### src/rtl/qfifo_pkg.sv
`timescale 1ns/1ps
package qfifo_pkg;
  // width of a counter able to hold 0..n
  function automatic int unsigned cnt_width(input int unsigned n);
    return $clog2(n + 1);
  endfunction

  // burst tracker state
  typedef struct packed {
    logic busy;
    logic done;
    logic irq;
  } burst_flags_t;
endpackage

### src/rtl/qfifo_store.sv
`timescale 1ns/1ps
module qfifo_store #(
  parameter int unsigned DEPTH  = 8,
  parameter int unsigned WORD_W = 32,
  parameter int unsigned WPQ    = 4,
  localparam int unsigned NWORDS = DEPTH * WPQ,
  localparam int unsigned WPTR_W = $clog2(NWORDS),
  localparam int unsigned QW_W   = WORD_W * WPQ
) (
  input  logic              clk,
  input  logic              rst_n,
  input  logic              clr,
  input  logic              wr_en,
  input  logic [WPTR_W-1:0] wr_wptr,
  input  logic [QW_W-1:0]   wr_data,
  input  logic              rd_en,
  input  logic [WPTR_W-1:0] rd_wptr,
  output logic [QW_W-1:0]   rd_data
);
  logic [WORD_W-1:0] mem [NWORDS];

  // word i belongs to slot i/WPQ; a popped slot is zeroed, a write wins a tie
  always_ff @(posedge clk or negedge rst_n) begin
    if (!rst_n) begin
      for (int i = 0; i < NWORDS; i++) mem[i] <= '0;
    end else if (clr) begin
      for (int i = 0; i < NWORDS; i++) mem[i] <= '0;
    end else begin
      for (int i = 0; i < NWORDS; i++) begin
        if (rd_en && rd_wptr == WPTR_W'((i / WPQ) * WPQ))
          mem[i] <= '0;
        if (wr_en && wr_wptr == WPTR_W'((i / WPQ) * WPQ))
          mem[i] <= wr_data[(i % WPQ)*WORD_W +: WORD_W];
      end
    end
  end

  always_comb begin
    for (int w = 0; w < WPQ; w++)
      rd_data[w*WORD_W +: WORD_W] = mem[WPTR_W'(rd_wptr + WPTR_W'(w))];
  end
endmodule

### src/rtl/qfifo_ptrs.sv
`timescale 1ns/1ps
module qfifo_ptrs #(
  parameter int unsigned DEPTH = 8,
  parameter int unsigned WPQ   = 4,
  localparam int unsigned WPTR_W = $clog2(DEPTH * WPQ),
  localparam int unsigned CNT_W  = qfifo_pkg::cnt_width(DEPTH),
  localparam int unsigned HALF   = DEPTH / 2
) (
  input  logic              clk,
  input  logic              rst_n,
  input  logic              clr,
  input  logic              push,
  input  logic              rd_try,
  output logic              pop,
  output logic [WPTR_W-1:0] wr_wptr,
  output logic [WPTR_W-1:0] rd_wptr,
  output logic [CNT_W-1:0]  count,
  output logic              not_empty,
  output logic              miss,
  output logic              refill
);
  assign not_empty = (count != '0);
  assign pop       = rd_try && not_empty;
  assign miss      = rd_try && !not_empty;
  assign refill    = rd_try && (count < CNT_W'(HALF));

  always_ff @(posedge clk or negedge rst_n) begin
    if (!rst_n) begin
      wr_wptr <= '0;
      rd_wptr <= '0;
      count   <= '0;
    end else if (clr) begin
      wr_wptr <= '0;
      rd_wptr <= '0;
      count   <= '0;
    end else begin
      if (push) wr_wptr <= WPTR_W'(wr_wptr + WPTR_W'(WPQ));
      if (pop)  rd_wptr <= WPTR_W'(rd_wptr + WPTR_W'(WPQ));
      case ({push, pop})
        2'b10:   count <= count + 1'b1;
        2'b01:   count <= count - 1'b1;
        default: count <= count;
      endcase
    end
  end

  AST_COUNT_BOUND: assert property (@(posedge clk) disable iff (!rst_n)
    count <= CNT_W'(DEPTH));
  AST_MISS_FREEZE: assert property (@(posedge clk) disable iff (!rst_n)
    (miss && !push && !clr) |=> (count == '0) && $stable(rd_wptr));
  AST_PUSH_GROWS: assert property (@(posedge clk) disable iff (!rst_n)
    (push && !pop && !clr) |=> count == $past(count) + 1'b1);
  AST_BOTH_HOLD: assert property (@(posedge clk) disable iff (!rst_n)
    (push && pop && !clr) |=> $stable(count));
endmodule

### src/rtl/qfifo_burst.sv
`timescale 1ns/1ps
module qfifo_burst #(
  parameter int unsigned DEPTH = 8,
  parameter int unsigned LEN_W = 8,
  localparam int unsigned CNT_W = qfifo_pkg::cnt_width(DEPTH),
  localparam int unsigned MW    = (LEN_W > CNT_W) ? LEN_W : CNT_W
) (
  input  logic             clk,
  input  logic             rst_n,
  input  logic             clr,
  input  logic             start,
  input  logic [LEN_W-1:0] len,
  input  logic [CNT_W-1:0] count,
  input  logic             beat,
  output logic             busy,
  output logic             done,
  output logic [CNT_W-1:0] done_cnt,
  output logic             irq
);
  import qfifo_pkg::*;

  burst_flags_t     fl;
  logic [CNT_W-1:0] remain, grant_q;
  logic [MW-1:0]    free_m, len_m, grant_m;

  assign free_m  = MW'(DEPTH) - MW'(count);
  assign len_m   = MW'(len);
  assign grant_m = (len_m > free_m) ? free_m : len_m;

  assign busy = fl.busy;
  assign done = fl.done;
  assign irq  = fl.irq;

  always_ff @(posedge clk or negedge rst_n) begin
    if (!rst_n) begin
      fl       <= '0;
      remain   <= '0;
      grant_q  <= '0;
      done_cnt <= '0;
    end else if (clr) begin
      fl     <= '0;
      remain <= '0;
    end else begin
      fl.done <= 1'b0;
      fl.irq  <= 1'b0;
      if (fl.busy) begin
        if (beat) begin
          remain <= remain - 1'b1;
          if (remain == CNT_W'(1)) begin
            fl.busy  <= 1'b0;
            fl.done  <= 1'b1;
            done_cnt <= grant_q;
          end
        end
      end else if (start && len != '0) begin
        if (grant_m == '0) begin
          fl.done  <= 1'b1;
          fl.irq   <= 1'b1;
          done_cnt <= '0;
        end else begin
          fl.busy <= 1'b1;
          remain  <= CNT_W'(grant_m);
          grant_q <= CNT_W'(grant_m);
        end
      end
    end
  end

  AST_READY_HAS_ROOM: assert property (@(posedge clk) disable iff (!rst_n)
    busy |-> count < CNT_W'(DEPTH));
  AST_IRQ_ON_REFUSAL: assert property (@(posedge clk) disable iff (!rst_n)
    irq |-> (done && done_cnt == '0));
  AST_DONE_ENDS_BURST: assert property (@(posedge clk) disable iff (!rst_n)
    (done && done_cnt != '0) |-> $fell(busy));
  AST_NO_ZERO_START: assert property (@(posedge clk) disable iff (!rst_n)
    (start && len == '0 && !busy) |=> !done && !busy);
endmodule

### src/rtl/qfifo_refill.sv
`timescale 1ns/1ps
module qfifo_refill #(
  parameter int unsigned DEPTH  = 8,
  parameter int unsigned WORD_W = 32,
  parameter int unsigned WPQ    = 4,
  parameter int unsigned LEN_W  = 8,
  localparam int unsigned QW_W   = WORD_W * WPQ,
  localparam int unsigned CNT_W  = qfifo_pkg::cnt_width(DEPTH),
  localparam int unsigned WPTR_W = $clog2(DEPTH * WPQ)
) (
  input  logic             clk,
  input  logic             rst_n,
  input  logic             clr,
  input  logic             burst_start,
  input  logic [LEN_W-1:0] burst_len,
  input  logic             in_valid,
  output logic             in_ready,
  input  logic [QW_W-1:0]  in_data,
  output logic             burst_done,
  output logic [CNT_W-1:0] burst_count,
  output logic             proc_irq,
  output logic             out_valid,
  input  logic             out_ready,
  output logic [QW_W-1:0]  out_data,
  output logic             read_miss,
  output logic             refill_req,
  output logic [CNT_W-1:0] occupancy
);
  logic              push, pop;
  logic [WPTR_W-1:0] wr_wptr, rd_wptr;

  assign push = in_valid && in_ready;

  qfifo_burst #(.DEPTH(DEPTH), .LEN_W(LEN_W)) u_burst (
    .clk(clk), .rst_n(rst_n), .clr(clr),
    .start(burst_start), .len(burst_len), .count(occupancy), .beat(push),
    .busy(in_ready), .done(burst_done), .done_cnt(burst_count), .irq(proc_irq)
  );

  qfifo_ptrs #(.DEPTH(DEPTH), .WPQ(WPQ)) u_ptrs (
    .clk(clk), .rst_n(rst_n), .clr(clr),
    .push(push), .rd_try(out_ready), .pop(pop),
    .wr_wptr(wr_wptr), .rd_wptr(rd_wptr), .count(occupancy),
    .not_empty(out_valid), .miss(read_miss), .refill(refill_req)
  );

  qfifo_store #(.DEPTH(DEPTH), .WORD_W(WORD_W), .WPQ(WPQ)) u_store (
    .clk(clk), .rst_n(rst_n), .clr(clr),
    .wr_en(push), .wr_wptr(wr_wptr), .wr_data(in_data),
    .rd_en(pop), .rd_wptr(rd_wptr), .rd_data(out_data)
  );

  AST_CLEAR_EMPTIES: assert property (@(posedge clk) disable iff (!rst_n)
    clr |=> (occupancy == '0) && !in_ready && !burst_done);
endmodule

### config.mk
export PLATFORM = sky130hd
export DESIGN_NAME = qfifo_refill
export DESIGN_NICKNAME = d
export VERILOG_FILES = /design/src/rtl/qfifo_pkg.sv /design/src/rtl/qfifo_store.sv /design/src/rtl/qfifo_ptrs.sv /design/src/rtl/qfifo_burst.sv /design/src/rtl/qfifo_refill.sv
export SDC_FILE = /design/constraint.sdc
export NUM_CORES = 2
export LEC_CHECK = 0
export ABC_AREA = 1
export BUFFER_PORTS_ARGS = -buffer_cell sky130_fd_sc_hd__buf_2
export CELL_PAD_IN_SITES_DETAIL_PLACEMENT = 0
export CELL_PAD_IN_SITES_GLOBAL_PLACEMENT = 1
export CORE_MARGIN = 4
export CORE_UTILIZATION = 51
export DETAILED_ROUTE_END_ITERATION = 12
export PLACE_DENSITY_LB_ADDON = 0.1
export SYNTH_ARGS = -nofsm -noshare
export SYNTH_HDL_FRONTEND = slang
export SYNTH_SLANG_ARGS = --single-unit
### constraint.sdc
create_clock -name clk -period 4.4 [get_ports clk]
set_input_delay 0.22 -clock clk [delete_from_list [all_inputs] [get_ports clk]]
set_output_delay 0.22 -clock clk [all_outputs]
set_load 0.1 [all_outputs]
==> impl_metrics.env <==
export IMPL_max_slew_margin_pct=27.8
export IMPL_track_usage_pct=30.3
export IMPL_tritoncts="done"
export IMPL_power_internal_mw=17.3
export IMPL_portBuffers=283
export IMPL_cts_root_buffer="clkbuf_16"
export IMPL_drv_slew=0
export IMPL_whs_ps=32.8
export IMPL_die_x_um=313
export IMPL_syn_num_nets=5364
export IMPL_grt_pass1_wl_um=234000
export IMPL_finalHoldViolCount=0
export IMPL_end_kind="primary output"
export IMPL_areaGrowthSynthToFinish_pct=12.8
export IMPL_critPathLaunch="u_ptrs.rd_wptr[2]$_DFFE_PN0N_"
export IMPL_core_area_um2=91800
export IMPL_crit_type="register to primary output"
export IMPL_required_ps=4180
export IMPL_setup_viol=0
export IMPL_dieArea_um2=97700
export IMPL_place_ws_ps=1250
export IMPL_ir_drop_mv=0.520
export IMPL_finalInstanceArea_um2=53400
export IMPL_clock_sinks=1049
export IMPL_vias=39326
export IMPL_ios=284
export IMPL_p_per_area_nw_per_um2=597
export IMPL_dr_pass1_iters=6
export IMPL_grt_max_degree=244
export IMPL_seq_area_frac_synth_pct=55.5
export IMPL_r2r_setup_slack_ps=1190
export IMPL_placedInstanceArea_um2=49200
export IMPL_antenna_found_initial=2
export IMPL_ant_nets=0
export IMPL_layout_setup_ws_ps=651
export IMPL_ys_top_cells_by_count="inv_1, dfrtp_1, o22ai_1"
export IMPL_finClkSkew_ps=19.6
export IMPL_drt_total_wl_um=150000
export IMPL_synth_cells=5196
export IMPL_pwr_share_clk_pct=29.0
export IMPL_switching_share_pct=45.6
export IMPL_synth_area_leaders="dfrtp_1, o22ai_1, inv_1, a21oi_1, o21ai_0"
export IMPL_die_h_um=313
export IMPL_vias_per_cell=5.96
export IMPL_critPathMaxFanout=130
export IMPL_numCtsBuffers=111
export IMPL_hold_path_class="input port to register"
export IMPL_p_switching_mw=14.5
export IMPL_final_net_count=5441
export IMPL_synthDominantCellAreaShare_pct=55.5
export IMPL_clockBufferDepth=3
export IMPL_p_seq_share_pct=31.5
export IMPL_drc=0
export IMPL_fin_setup_tns_ps=0
export IMPL_maxCapViolCount=0
export IMPL_ys_flop_type="dfrtp_1"
export IMPL_cts_resized=0
export IMPL_synth_edf_count=0
export IMPL_dp_hpwl_um=75200
export IMPL_rr_worst_depth=6
export IMPL_async_reset_ff_share_pct=100
export IMPL_yosys_area_top_type="dfrtp_1"
export IMPL_grt_ovfl_total=0
export IMPL_rows=111
export IMPL_period_needed_ps=3750
export IMPL_synth_seq_cells=1049
export IMPL_clk_transition_reported_paths_ps=70
export IMPL_ys_warn_count=0
export IMPL_status="complete, no violations"
export IMPL_cts_max_level=3
export IMPL_wl_per_cell_um=22.7
export IMPL_synth_most_common_cell="inv_1"
export IMPL_ys_types=37
export IMPL_rr_startpoint="u_burst.busy$_DFF_PN0_"
export IMPL_cp_endpoint="out_data[16]"
export IMPL_p_comb_share_pct=39.5
export IMPL_start_util_pct=51.5
export IMPL_arrival_ps=3530
export IMPL_tightestPinTransition_ps=1080
export IMPL_drt_iter0_markers=3928
export IMPL_p_leak_nw=22.7
export IMPL_synth_area_um2=47300
export IMPL_drive_gt1_share_pct=10.7
export IMPL_rsz0062_at_grt="no"
export IMPL_fmax_mhz=267
export IMPL_syn_avg_cell_area_um2=9.10
export IMPL_fin_crit_sh_pct=85.2
export IMPL_clock_latency_ps=690
export IMPL_place_congestion=0.781
export IMPL_startpoint_type="register"
export IMPL_rr_endpoint="u_store.mem[801]$_DFFE_PN0P_"
export IMPL_grt_pass1_vias=38880
## area by class of cell
cell class	count	area (um^2)
multi-input combinational	2634	15000
timing repair buffer	404	2880
sequential	1049	26300
clock buffer	170	3320
clock inverter	27	233
inverter	1073	4090
antenna	1	2.50
fill	8257	38400
tap	1243	1560
## per-layer routing
metal | global-route usage, % | up-vias | share of wire, % | wire length [um]
met2 | 48.1 | 1374 | 47 | 70000
met3 | 4.44 | 200 | 6.2 | 9270
li1 | - | 18069 | - | -
met5 | 0 | - | 0 | 0
met1 | 44.1 | 19683 | 45 | 67200
met4 | 7.43 | 0 | 2.2 | 3360
## cells in the final DEF, fill, tap and decap left out, types with 33 or more instances in the layout
cell type / n
a221oi_1: 128
buf_4: 33
dlygate4sd3_1: 56
clkbuf_16: 114
inv_1: 1058
a31oi_1: 128
o21ai_0: 390
o22ai_1: 1028
a21oi_1: 391
buf_2: 282
nand2_1: 439
dfrtp_1: 1047
## power groups by stage
stage	Clock [mW]	Combinational (mW)	Sequential, mW
final	9.23	12.6	10.0
after CTS	9.36	12.6	10.0
after detailed placement	0	12.5	10.2
after global routing	9.79	13.2	10.1
after floorplan	0	9.50	10.4
after global placement	0	12.5	10.2
## repair_timing
item | CTS | global route
hold buffers | 56 | 0
buffers inserted | 0 | 0
endpoints found under the hold margin | 253 | 0
endpoints found under the setup margin | 0 | 0
## worst max-delay path, stage by stage (launching register included)
cell and delay [ps]:
dfrtp_4 570, inv_8 630, buf_12 450, o21ai_0 160, a31oi_1 470, buf_2 530
## state kept, by name, summed over array words and instances, names as in the netlist
signal,count
u_burst.done,1
u_ptrs.count,4
u_ptrs.rd_wptr,3
u_burst.remain,4
u_burst.grant_q,4
u_burst.done_cnt,4
u_burst.irq,1
u_burst.busy,1
u_store.mem,1024
u_ptrs.wr_wptr,3
## cells by family after synthesis
family	count (synthesis)	share of synthesized area (%)
AOI/OAI and AO/OA	2070	26.0
xor gates and xnor gates	7	0.130
adders and majority gates	26	0.704
buffers and inverters	1513	13.0
DFF	1049	55.5
and+or+nand+nor	531	4.68
## metrics by stage
stage | utilization (%) | cells | total power, mW
floorplan | - | 5196 | 19.9
global placement | 53.6 | 6347 | 22.7
detailed placement | 53.6 | 6347 | 22.7
CTS | 58.1 | 6600 | 32.0
global route | 58.1 | 6601 | 33.0
finish | 58.1 | 6601 | 31.8
## worst min-delay path by stage
stage	from	to	slack [ps]	cells past startpoint
2_1_floorplan	rst_n	u_burst.busy$_DFF_PN0_	-80	0
3_3_place_gp	rst_n	u_store.mem[909]$_DFFE_PN0P_	220	1
3_5_place_dp	rst_n	u_store.mem[910]$_DFFE_PN0P_	230	1
4_1_cts	in_data[6]	u_store.mem[230]$_DFFE_PN0P_	0.7	3
5_1_grt	in_data[114]	u_store.mem[274]$_DFFE_PN0P_	20	3
6_report	burst_len[7]	u_burst.irq$_DFF_PN0_	30	5
No activity file was read; power rests on OpenSTA's default activity.
